$ cat src/rtl/sdram_init_pkg.sv
package sdram_init_pkg;

  // command code on {cs_n, ras_n, cas_n, we_n}
  typedef enum logic [3:0] {
    CMD_LMR = 4'b0000,
    CMD_REF = 4'b0001,
    CMD_PRE = 4'b0010,
    CMD_NOP = 4'b0111,
    CMD_INH = 4'b1111
  } sdr_cmd_e;

  typedef enum logic [2:0] {
    S_PWR, S_NOP, S_BURST, S_DRAIN, S_MRDW, S_RUN
  } seq_state_e;

  localparam int UNIT_CLKS = 16;

  // nanoseconds to cycles, rounded up
  function automatic int ns_to_cyc(input int ns, input int mhz);
    return (ns * mhz + 999) / 1000;
  endfunction

  // refresh interval in 16-clock units, rounded down so it never runs long
  function automatic int refi_units(input int ns, input int mhz);
    return ((ns * mhz) / 1000) / UNIT_CLKS;
  endfunction

  function automatic int max3(input int a, input int b, input int c);
    int m;
    m = (a > b) ? a : b;
    return (m > c) ? m : c;
  endfunction

endpackage

$ cat src/rtl/sdram_gap_timer.sv
module sdram_gap_timer #(
  parameter int GAP_W = 8
) (
  input  logic             clk,
  input  logic             rst_n,
  input  logic             load,
  input  logic [GAP_W-1:0] load_val,
  output logic             idle
);
  logic [GAP_W-1:0] cnt;

  always_ff @(posedge clk or negedge rst_n) begin
    if (!rst_n)            cnt <= '0;
    else if (load)         cnt <= load_val - 1'b1;
    else if (cnt != '0)    cnt <= cnt - 1'b1;
  end

  assign idle = (cnt == '0);
endmodule

$ cat src/rtl/sdram_refi_timer.sv
module sdram_refi_timer #(
  parameter int UNIT_W = 6
) (
  input  logic              clk,
  input  logic              rst_n,
  input  logic              en,
  input  logic [UNIT_W-1:0] units,
  input  logic              ack,
  output logic              pending
);
  localparam int CW = UNIT_W + 4;

  logic [CW-1:0] cnt;
  logic [CW-1:0] last;

  assign last = {units, 4'b0000} - 1'b1;

  always_ff @(posedge clk or negedge rst_n) begin
    if (!rst_n) begin
      cnt     <= '0;
      pending <= 1'b0;
    end else if (!en) begin
      cnt     <= '0;
      pending <= 1'b0;
    end else if (cnt == last) begin
      cnt     <= '0;
      pending <= 1'b1;
    end else begin
      cnt <= cnt + 1'b1;
      if (ack) pending <= 1'b0;
    end
  end
endmodule

$ cat src/rtl/sdram_init_seq.sv
module sdram_init_seq
  import sdram_init_pkg::*;
#(
  parameter int CLK_MHZ       = 108,
  parameter int PWR_WAIT_CYC  = 10_800_000,
  parameter int NOP_WAIT_CYC  = 21_600_000,
  parameter int BURST_WIN_CYC = 256,
  parameter int BURST_UNITS   = 2,
  parameter int TRP_NS        = 24,
  parameter int TRFC_NS       = 70,
  parameter int TMRD_CYC      = 2,
  parameter int REFI_NS       = 7513,
  parameter int MODE_WORD     = 'h033,
  parameter int ADDR_W        = 13,
  parameter int BA_W          = 2
) (
  input  logic              clk,
  input  logic              rst_n,
  output logic              sd_cke,
  output logic              sd_cs_n,
  output logic              sd_ras_n,
  output logic              sd_cas_n,
  output logic              sd_we_n,
  output logic [BA_W-1:0]   sd_ba,
  output logic [ADDR_W-1:0] sd_addr,
  output logic              ready
);
  localparam int TRP_CYC   = ns_to_cyc(TRP_NS, CLK_MHZ);
  localparam int TRFC_CYC  = ns_to_cyc(TRFC_NS, CLK_MHZ);
  localparam int RUN_UNITS = refi_units(REFI_NS, CLK_MHZ);
  localparam int LONGEST   = max3(PWR_WAIT_CYC, NOP_WAIT_CYC, BURST_WIN_CYC);
  localparam int CNT_W     = $clog2(LONGEST + 1);
  localparam int GAP_W     = $clog2(max3(TRP_CYC, TRFC_CYC, TMRD_CYC) + 1) + 1;
  localparam int UNIT_W    = $clog2(max3(RUN_UNITS, BURST_UNITS, 1) + 1);
  localparam int A10       = 10;

  seq_state_e        state;
  logic [CNT_W-1:0]  cnt;
  sdr_cmd_e          cmd_q;
  logic [ADDR_W-1:0] addr_q;
  logic              cke_q;
  logic              ready_q;

  // named internal events
  logic              wait_end;
  logic              issue_pre;
  logic              issue_ref;
  logic              issue_mrs;
  logic              gap_idle;
  logic              ref_pending;
  logic              refi_en;
  logic [UNIT_W-1:0] refi_units_sel;
  logic [GAP_W-1:0]  gap_val;

  always_comb begin
    unique case (state)
      S_PWR:   wait_end = (cnt == CNT_W'(PWR_WAIT_CYC - 1));
      S_NOP:   wait_end = (cnt == CNT_W'(NOP_WAIT_CYC - 1));
      S_BURST: wait_end = (cnt == CNT_W'(BURST_WIN_CYC - 1));
      default: wait_end = 1'b0;
    endcase
  end

  assign issue_pre = (state == S_NOP) && wait_end;
  assign issue_ref = ((state == S_BURST) || (state == S_RUN)) && ref_pending && gap_idle;
  assign issue_mrs = (state == S_DRAIN) && gap_idle;

  assign refi_en        = (state == S_BURST) || (state == S_RUN);
  assign refi_units_sel = (state == S_RUN) ? UNIT_W'(RUN_UNITS) : UNIT_W'(BURST_UNITS);

  always_comb begin
    if (issue_pre)      gap_val = GAP_W'(TRP_CYC);
    else if (issue_ref) gap_val = GAP_W'(TRFC_CYC);
    else                gap_val = GAP_W'(TMRD_CYC);
  end

  sdram_gap_timer #(.GAP_W(GAP_W)) u_gap (
    .clk      (clk),
    .rst_n    (rst_n),
    .load     (issue_pre | issue_ref | issue_mrs),
    .load_val (gap_val),
    .idle     (gap_idle)
  );

  sdram_refi_timer #(.UNIT_W(UNIT_W)) u_refi (
    .clk     (clk),
    .rst_n   (rst_n),
    .en      (refi_en),
    .units   (refi_units_sel),
    .ack     (issue_ref),
    .pending (ref_pending)
  );

  always_ff @(posedge clk or negedge rst_n) begin
    if (!rst_n) begin
      state   <= S_PWR;
      cnt     <= '0;
      cmd_q   <= CMD_INH;
      addr_q  <= '0;
      cke_q   <= 1'b0;
      ready_q <= 1'b0;
    end else begin
      cmd_q  <= CMD_NOP;
      addr_q <= '0;
      unique case (state)
        S_PWR: begin
          if (wait_end) begin
            state <= S_NOP;
            cnt   <= '0;
            cke_q <= 1'b1;
          end else begin
            cnt   <= cnt + 1'b1;
            cmd_q <= CMD_INH;
          end
        end
        S_NOP: begin
          if (issue_pre) begin
            cmd_q  <= CMD_PRE;
            addr_q <= ADDR_W'(1) << A10;
            state  <= S_BURST;
            cnt    <= '0;
          end else begin
            cnt <= cnt + 1'b1;
          end
        end
        S_BURST: begin
          if (issue_ref) cmd_q <= CMD_REF;
          if (wait_end) begin
            state <= S_DRAIN;
            cnt   <= '0;
          end else begin
            cnt <= cnt + 1'b1;
          end
        end
        S_DRAIN: begin
          if (issue_mrs) begin
            cmd_q  <= CMD_LMR;
            addr_q <= ADDR_W'(MODE_WORD);
            state  <= S_MRDW;
          end
        end
        S_MRDW: begin
          if (gap_idle) begin
            state   <= S_RUN;
            ready_q <= 1'b1;
          end
        end
        S_RUN: begin
          if (issue_ref) cmd_q <= CMD_REF;
        end
        default: state <= S_PWR;
      endcase
    end
  end

  assign sd_cke   = cke_q;
  assign {sd_cs_n, sd_ras_n, sd_cas_n, sd_we_n} = cmd_q;
  assign sd_addr  = addr_q;
  assign sd_ba    = '0;
  assign ready    = ready_q;

endmodule

$ cat config.mk
export PLATFORM = sky130hd
export DESIGN_NAME = sdram_init_seq
export DESIGN_NICKNAME = d
export VERILOG_FILES = /design/src/rtl/sdram_init_pkg.sv /design/src/rtl/sdram_gap_timer.sv /design/src/rtl/sdram_refi_timer.sv /design/src/rtl/sdram_init_seq.sv
export SDC_FILE = /design/constraint.sdc
export NUM_CORES = 1
export LEC_CHECK = 0
export ABC_AREA = 1
export BUFFER_PORTS_ARGS = -buffer_cell sky130_fd_sc_hd__buf_2
export CELL_PAD_IN_SITES_DETAIL_PLACEMENT = 2
export CELL_PAD_IN_SITES_GLOBAL_PLACEMENT = 2
export CORE_MARGIN = 3
export CORE_UTILIZATION = 36
export CTS_CLUSTER_DIAMETER = 40
export DETAILED_ROUTE_END_ITERATION = 6
export HOLD_SLACK_MARGIN = 0.08
export PLACE_DENSITY = 0.82
export SYNTH_ARGS = -nofsm -noshare
export SYNTH_HDL_FRONTEND = slang
export SYNTH_SLANG_ARGS = --single-unit
$ cat constraint.sdc
create_clock -name clk -period 2.6 [get_ports clk]
set_input_delay 0.13 -clock clk [delete_from_list [all_inputs] [get_ports clk]]
set_output_delay 0.13 -clock clk [all_outputs]
set_load 0.05 [all_outputs]
==> impl_metrics.toml, run 1 <==
[grt]
grt_usage = 0.192
grt_pass1_vias = 2945
grt_start_max_net_pins = 34
gr-total-overflow = 0
grt_first_pass_wirelength_um = 15300
antenna_found_initial = 0

[synthesis]
yosysWarnings = 0
syn-mean-instance-area_sq_um = 7.91
ys_seq_area_frac = 0.419
synth_most_common_cell = "nand2_1"
synth_top_area_share = 0.385
synthDistinctLibCells = 44
synthFlopType = "dfrtp_1"
async_flop_share = 1.00
syn-cell-area_sq_um = 3120
yosys.area.top_type = "dfrtp_1"
yosys_register_bits = 52
synth_area_leaders = "dfrtp_1 39%, nand2_1 8.4%, inv_1 6.4%"
synth_cells = 394
synthTopCellsByCount = "70 x nand2_1, 53 x inv_1, 50 x nor2_1"
synth-edff-count = 0

[detailed_routing]
dr.pass1.iters = 4
antenna_left = 0
wl_um = 8740
drc = 0
vias = 2632
via_per_inst = 5.09
drt_first_iter_violations = 64
wl_per_cell_um = 16.9

[critical_path]
worst_ep_required_time_ns = 2.79
cp_max_fo = 9
start_kind = "flop"
endpoint_kind = "flop"
crit_type = "flop to flop"
cp.arrival_ns = 2.51

[layout]
n_antenna_cell = 0
drive_above_1_share = 0.172
nFillCells = 988
num-nets-final = 415
area_delta_synth_final_pct = 7.99

[clock_network]
cts_setup_buffers = 0
clk_path_buf_depth = 2
cts.sinks = 52
hold_buffers = 1
cts_buffers = 5
cts_resized = 0
clkLatencyLatePin_ns = 0.31
clk_pin_slew_ns = 0.10
cts_tree = "yes"
cts_max_level = 2
cts_root_buffer = "clkbuf_8"

[timing]
fin_crit_sh = 0.892
layout_setup_ws_ns = 0.280
period_minus_slack_ns = 2.32
timing.setup.tns_ns = 0
slew_viol_final = 0
hold_viol = 0
rsz0062_at_grt = "no"
hold-worst-slack_ns = 0.298
skew_ns = 0.00684
finalSetupViolCount = 0
max_freq_mhz = 431

[placed_design]
place_congestion = 0.819
post-dp-hpwl_um = 7090
place.port_buffers = 12
preCtsSetupSlack_ns = 0.346

[floorplan]
design.core.area_sq_um = 8300
die_area_sq_um = 9810
start_util = 0.376
fp.dieH_um = 99.0
rows = 33
dieWidth_um = 99.0
ioPinCount = 23

[status]
run_status = "complete, no violations"

[pwr]
power.density_nw_per_um2 = 423
p_leak_nw = 1.56
ir_drop_v = 0.000186

[hold_path]
hold_path.class = "input port to asynchronous set/reset pin"

[run]
maxCapViolCount = 0
[flip-flops by register name, indices dropped and copies added (netlist names)]
name,count
u_refi.cnt,10
state,3
sd_addr,2
cnt,25
u_gap.cnt,5
sd_cke,1
cmd_q,4
ready,1
u_refi.pending,1
[where the power goes]
| part | total (mW) | internal (mW) | switching, mW |
|---|---|---|---|
| sequential | 0.808 | 0.808 | 0 |
| clock | 0.567 | 0.287 | 0.280 |
| combinational | 0.0503 | 0.00247 | 0.0478 |
[critical path, stage by stage (launching register included)]
cell and delay, ns:
dfrtp_1 0.43, ha_1 0.30, nand2_1 0.08, nor2_1 0.09, nand2_1 0.06, nor2_1 0.13, nand2_1 0.11, nor2_4 0.14
nand3_2 0.18, nor2_2 0.40, inv_1 0.13, o21ai_0 0.10, a21oi_1 0.06
[worst paths after layout]
check	startpoint	end	slack (ns)	depth (start not counted)
max	cnt[0]$_DFFE_PN0P_	cnt[17]$_DFFE_PN0P_	0.28	12
min	rst_n	cnt[4]$_DFFE_PN0P_	0.30	2
max reg2reg	cnt[0]$_DFFE_PN0P_	cnt[17]$_DFFE_PN0P_	0.28	12
min reg2reg	ready$_DFFE_PN0P_	ready$_DFFE_PN0P_	0.48	1
max in group asynchronous	rst_n	cmd_q[0]$_DFF_PN1_	1.47	3
min in group clk	ready$_DFFE_PN0P_	ready$_DFFE_PN0P_	0.48	1
[stage by stage]
step	utilization	area (sq um)	instances	power, mW
after floorplan	-	3150	403	0.867
after global placement	0.391	3250	508	0.874
after detailed placement	0.391	3250	508	0.874
after CTS	0.406	3370	517	1.45
after global routing	0.406	3370	517	1.48
final	0.406	3370	517	1.43
[per-layer routing]
layer / track usage / vias up / part of all wire
li1: - / 1280 / -
met1: 0.255 / 1321 / 0.46
met2: 0.337 / 25 / 0.51
met3: 0.0234 / 6 / 0.017
met4: 0.0357 / 0 / 0.0083
met5: 0 / - / 0
[area by class of cell]
cell class / instances / area (sq um) / area share
tap: 105 / 131 / 0.0390
clock inverter: 2 / 35.0 / 0.0104
timing repair buffer: 16 / 92.6 / 0.0275
inverter: 59 / 224 / 0.0665
sequential: 52 / 1310 / 0.388
multi-input combinational: 277 / 1500 / 0.447
clock buffer: 6 / 72.6 / 0.0216
[cells by family (layout without fill, tap and decap cells)]
group,after synthesis,in the layout,synth area share
AOI/OAI and AO/OA,44,44,0.0903
xor gates and xnor gates,13,13,0.0365
adders and majority gates,2,2,0.00803
buffers and inverters,74,83,0.109
DFF,52,52,0.419
other,1,10,0.00120
and+or+nand+nor,208,208,0.336
[layout by cell type, fill, tap and decap left out, types with 2 or more instances in the layout]
cell type | Yosys | final
nand3_2 | 5 | 5
clkbuf_8 | 0 | 5
nor2_1 | 50 | 50
buf_2 | 0 | 12
ha_1 | 2 | 2
inv_1 | 53 | 53
nand2_2 | 11 | 11
xor2_1 | 10 | 10
dfrtp_1 | 48 | 48
conb_1 | 1 | 10
buf_4 | 14 | 3
nor2_2 | 6 | 6
a21oi_1 | 15 | 15
xnor2_1 | 3 | 3
a211oi_1 | 4 | 4
o211ai_1 | 2 | 2
nor3_1 | 13 | 13
nand3b_1 | 3 | 3
nor3b_1 | 2 | 2
nor2_4 | 7 | 7
nand2_4 | 2 | 2
nand3_1 | 27 | 27
nand2_1 | 70 | 70
dfstp_2 | 4 | 4
inv_2 | 5 | 5
o21ai_1 | 3 | 3
nand4_1 | 7 | 7
o21ai_0 | 9 | 9
(Power assumes the default switching activity.)
==> run 2: changes to the inputs <==
SETUP_SLACK_MARGIN = 0.3   (was default)
==> run 2 against run 1 <==
Die area is the same. Register-to-register slack gained 0.19 ns. Critical endpoint is now state[2]$_DFFE_PN0P_. Fmax grew 8.8%. Largest power group unchanged. Cell count grew 0.39%. Core utilization grew 0.66 points.
==> impl_metrics.toml, run 2 (synthesized netlist as in run 1, its figures left out) <==
[grt]
grt_first_pass_wirelength_um = 15300
grt_pass1_vias = 2940
antenna_found_initial = 0
grt_usage = 0.192
grt_start_max_net_pins = 34
gr-total-overflow = 0

[detailed_routing]
wl_um = 9020
wl_per_cell_um = 17.4
antenna_left = 0
dr.pass1.iters = 4
drt_first_iter_violations = 67
via_per_inst = 5.11
vias = 2653
drc = 0

[layout]
largest_reg_flops = 25
area_delta_synth_final_pct = 9.76
top_regs = "cnt x25, u_refi.cnt x10, u_gap.cnt x5"
n_antenna_cell = 0
drive_above_1_share = 0.186
final_cell_mix = "69 x nand2_1, 53 x inv_1, 50 x nor2_1"
final-instance-count-excl-fill = 519
num-nets-final = 417
fin_util = 0.412
largest-register = "cnt"
final_area_sq_um = 3420
final_common_cell = "nand2_1"
nFillCells = 972

[placed_design]
place_congestion = 0.819
post-dp-hpwl_um = 7090
preCtsSetupSlack_ns = 0.346
place.port_buffers = 12
placed_cells = 508
placed_area_sq_um = 3250

[floorplan]
fp.dieH_um = 99.0
ioPinCount = 23
die_area_sq_um = 9810
dieWidth_um = 99.0
rows = 33
start_util = 0.376
design.core.area_sq_um = 8300

[pwr]
report.power.total_mw = 1.43
power.density_nw_per_um2 = 417
ir_drop_v = 0.000186
p_leak_nw = 1.57

[critical_path]
worst_ep_required_time_ns = 2.80
crit_type = "flop to flop"
path_cells = "inv_1 -> nand3_4 -> inv_4 -> nand2_2 -> nand2_1 -> nor2_4 -> nand3_4 -> a22oi_2 -> nand3_2 -> nor2_1 -> a21oi_1"
cpPeakStageDelay_ns = 0.56
cp_common_cell = "nand3_4"
cp_slowest_cell = "dfrtp_1"
cp_max_fo = 8
cp_top_family = "simple AND/OR/NAND/NOR gates"
cp.arrival_ns = 2.33
start_kind = "flop"
endpoint_kind = "flop"
path_buf_inv = 2

[clock_network]
cts.sinks = 52
cts_tree = "yes"
clkLatencyLatePin_ns = 0.31
clk_pin_slew_ns = 0.10
cts_root_buffer = "clkbuf_8"
cts_max_level = 2
clk_path_buf_depth = 2
cts_buffers = 5

[timing]
slew_viol_final = 0
fin_crit_sh = 0.820
finalSetupViolCount = 0
hold_viol = 0
skew_ns = 0.00876
period_minus_slack_ns = 2.13
timing.setup.tns_ns = 0
layout_setup_ws_ns = 0.467
rsz0062_at_grt = "no"
hold-worst-slack_ns = 0.298
max_freq_mhz = 469

[hold_path]
hold_path.class = "input port to asynchronous set/reset pin"

[status]
run_status = "complete, no violations"

[run]
maxCapViolCount = 0
==> run 2: path summary, 6_finish.rpt <==
kind                                       from                   end  slack (ns)  cells after the start
max                        state[2]$_DFFE_PN0P_  state[2]$_DFFE_PN0P_        0.47                     11
min                                       rst_n    cnt[4]$_DFFE_PN0P_        0.30                      2
max reg2reg                state[2]$_DFFE_PN0P_  state[2]$_DFFE_PN0P_        0.47                     11
min reg2reg                   ready$_DFFE_PN0P_     ready$_DFFE_PN0P_        0.48                      1
max in group asynchronous                 rst_n    cmd_q[0]$_DFF_PN1_        1.47                      3
min in group clk              ready$_DFFE_PN0P_     ready$_DFFE_PN0P_        0.48                      1
==> run 2: cell type report <==
| class | count | area, sq um | share of cell area |
|---|---|---|---|
| well taps | 105 | 131 | 0.0384 |
| clock buffers | 6 | 72.6 | 0.0212 |
| repair buffers | 18 | 108 | 0.0315 |
| inverters | 59 | 224 | 0.0655 |
| multi-input cells | 277 | 1540 | 0.451 |
| flip-flops and latches | 52 | 1310 | 0.382 |
| clock inverters | 2 | 35.0 | 0.0102 |
==> run 2: timing repair <==
item,4_1_cts,5_1_grt
hold buffers,1,0
pin swaps,0,1
gates resized for setup,1,7
setup endpoints to repair,3,17
setup buffers,0,2
endpoints found under the hold margin,18,0
==> run 2: per-layer routing <==
metal  up-vias  part of all wire  track usage
li1       1282                 -            -
met1      1346              0.46        0.255
met2        21              0.52        0.337
met3         4             0.015       0.0234
met4         0            0.0044       0.0357
met5         -                 0            0
==> run 2: power by group <==
group	internal, mW	total (mW)	switching (mW)
sequential	0.808	0.808	0
combinational	0.00247	0.0504	0.0479
clock	0.287	0.568	0.281
==> run 3: changes to the inputs <==
ABC_AREA = 0   (was 1)
CORE_UTILIZATION = 38   (was 36)
PLACE_DENSITY = 0.81   (was 0.82)
clock period = 2.2 ns   (was 2.6 ns; I/O delays follow)
==> run 3 against run 2 <==
The run now ends with setup timing left. Critical path type unchanged. Clock skew is 0.015 ns higher. Worst hold slack worse by 0.00058 ns. Sequential share of layout area is 1.4 points lower. Setup slack worse by 0.49 ns. Clock power is 8.8% higher.
==> impl_metrics.toml, run 3 <==
[status]
run_status = "finished with violations"
violations = "setup timing"

[detailed_routing]
drt_first_iter_violations = 187
wl_um = 11800
antenna_left = 0
wl_per_cell_um = 27.8
drc = 0
vias = 2458
via_per_inst = 5.80
dr.pass1.iters = 4

[floorplan]
rows = 30
start_util = 0.399
dieWidth_um = 91.4
die_area_sq_um = 8350
fp.dieH_um = 91.4
ioPinCount = 23
design.core.area_sq_um = 6940

[layout]
area_delta_synth_final_pct = 29.0
drive_above_1_share = 0.345
final_common_cell = "dfrtp_1"
largest-register = "cnt"
largest_reg_flops = 25
num-nets-final = 331
multi_input_area_sq_um = 1610
n_antenna_cell = 0
final_cell_mix = "45 x dfrtp_1, 26 x buf_4, 24 x nor2_1"
seqCellArea_sq_um = 1310
final-instance-count-excl-fill = 424
nFillCells = 690
top_regs = "cnt x25, u_refi.cnt x10, u_gap.cnt x5"

[clock_network]
clk_pin_slew_ns = 0.13
cts.sinks = 52
clk_path_buf_depth = 2
cts_buffers = 5
cts_max_level = 2
clkLatencyLatePin_ns = 0.34
cts_root_buffer = "clkbuf_8"
cts_tree = "yes"

[synthesis]
yosys_register_bits = 52
synth_top_area_share = 0.434
syn-mean-instance-area_sq_um = 9.85
async_flop_share = 1.00
yosys.area.top_type = "dfrtp_1"
synthTopCellsByCount = "48 x dfrtp_1, 44 x nor2_1, 23 x xnor2_1"
synth_cells = 281
synthFlopType = "dfrtp_1"
synthDistinctLibCells = 49
synth_most_common_cell = "dfrtp_1"
ys_seq_area_frac = 0.472
syn-cell-area_sq_um = 2770
synth-edff-count = 0
synth_area_leaders = "dfrtp_1 43%, xnor2_1 7.3%, nor2_1 6.0%"
yosysWarnings = 0

[pwr]
p_int_mw = 1.19
ir_drop_v = 0.000256
pwr-share-seq = 0.584
pwr-share-clk = 0.377
p_comb_frac = 0.039
p_sw_frac = 0.275
power.switching_mw = 0.451
power.density_nw_per_um2 = 458
p_leak_nw = 1.48

[placed_design]
place.port_buffers = 12
post-dp-hpwl_um = 5660
placed_cells = 397
preCtsSetupSlack_ns = -0.0517
place_congestion = 0.812

[grt]
antenna_found_initial = 0
grt_usage = 0.220
gr-total-overflow = 0
grt_start_max_net_pins = 24
grt_pass1_vias = 2552
grt_first_pass_wirelength_um = 14200

[timing]
slew_headroom = 0.584
skew_ns = 0.0239
rsz0062_at_grt = "yes"
layout_setup_ws_ns = -0.0204
period_minus_slack_ns = 2.22
timing.setup.tns_ns = -0.0204
max_freq_mhz = 450
finalSetupViolCount = 1
worstMarginPinSlew_ns = 0.619
slew_viol_final = 0
fin_crit_sh = 1.01
hold_viol = 0

[hold_path]
hold_path.class = "input port to asynchronous set/reset pin"

[critical_path]
start_kind = "flop"
cp_max_fo = 3
worst_ep_required_time_ns = 2.49
crit_type = "flop to flop"
endpoint_kind = "flop"
cp.arrival_ns = 2.51

[run]
maxCapViolCount = 0
## run 3: cell types whose count changed after synthesis, sizes merged, moves of 7 or more
| cell | previous run | this run |
|---|---|---|
| nand2 | 83 | 20 |
| inv | 59 | 8 |
| xnor2 | 3 | 23 |
| nand3 | 32 | 13 |
| nor2 | 63 | 44 |
| a21oi | 16 | 4 |
| nor4 | 2 | 9 |
## run 3: area by class of cell
cell class / count / area share
Multi-Input combinational cell: 212 / 0.451
Inverter: 8 / 0.00841
Tap cell: 96 / 0.0336
Sequential cell: 52 / 0.367
Timing Repair Buffer: 48 / 0.113
Clock buffer: 5 / 0.0193
Clock inverter: 3 / 0.00665
## run 3: power groups by stage
stage / clock network, mW / registers [mW] / logic (mW)
finish: 0.618 / 0.956 / 0.0637
global placement: 0 / 0.974 / 0.0604
global route: 0.666 / 0.956 / 0.0684
detailed placement: 0 / 0.974 / 0.0607
CTS: 0.589 / 0.956 / 0.0624
floorplan: 0 / 0.974 / 0.0509
## run 3: path summary, 6_finish.rpt
path,startpoint,to,slack [ns],cells after the start
min in group clk,sd_cke$_DFFE_PN0P_,sd_cke$_DFFE_PN0P_,0.51,1
setup / recovery,cnt[10]$_DFFE_PN0P_,sd_cke$_DFFE_PN0P_,-0.02,6
max in group asynchronous,rst_n,cnt[10]$_DFFE_PN0P_,1.21,3
setup reg to reg,cnt[10]$_DFFE_PN0P_,sd_cke$_DFFE_PN0P_,-0.02,6
hold reg to reg,sd_cke$_DFFE_PN0P_,sd_cke$_DFFE_PN0P_,0.51,1
hold / removal,rst_n,sd_cke$_DFFE_PN0P_,0.30,2
## run 3: worst max-delay path, cell delays in order (launching register included)
cell     delay, ns
dfrtp_2       0.45
or4_4         0.53
nor4_4        0.24
buf_4         0.18
nor2_1        0.05
nor4_1        0.53
a21o_1        0.20
## run 3: cell families after synthesis
logic type	count (synthesis)	synth area share
AND/OR/NAND/NOR	142	0.290
adder cells (fa/ha/maj)	2	0.00904
buffers and inverters	26	0.0565
multiplexers	3	0.0122
other	1	0.00135
flip-flops	52	0.472
XOR/XNOR	33	0.104
AO/OA/AOI/OAI	22	0.0547
## run 3: metrics by stage
| step | instance area, sq um | hold WS [ns] | util | total power [mW] |
|---|---|---|---|---|
| after floorplan | 2810 | -0.186 | - | 1.03 |
| after CTS | 3210 | 0.298 | 0.462 | 1.61 |
| after global placement | 3000 | 0.0991 | 0.432 | 1.03 |
| after detailed placement | 3000 | 0.104 | 0.432 | 1.03 |
| after global routing | 3570 | 0.338 | 0.514 | 1.69 |
| final | 3570 | 0.297 | 0.514 | 1.64 |
## run 3: timing repair
action	CTS	global route
setup endpoints to repair	32	40
pin swaps	8	17
hold buffers	1	0
endpoints found under the hold margin	17	0
cloned	0	2
setup buffers	5	11
gates resized for setup	16	49
## run 3: routing by layer
metal | wire length [um] | global-route usage | vias up
met1 | 4850 | 0.276 | 1293
li1 | - | - | 1041
met4 | 499 | 0.0528 | 0
met3 | 446 | 0.0323 | 39
met5 | 0 | 0 | -
met2 | 5980 | 0.394 | 85
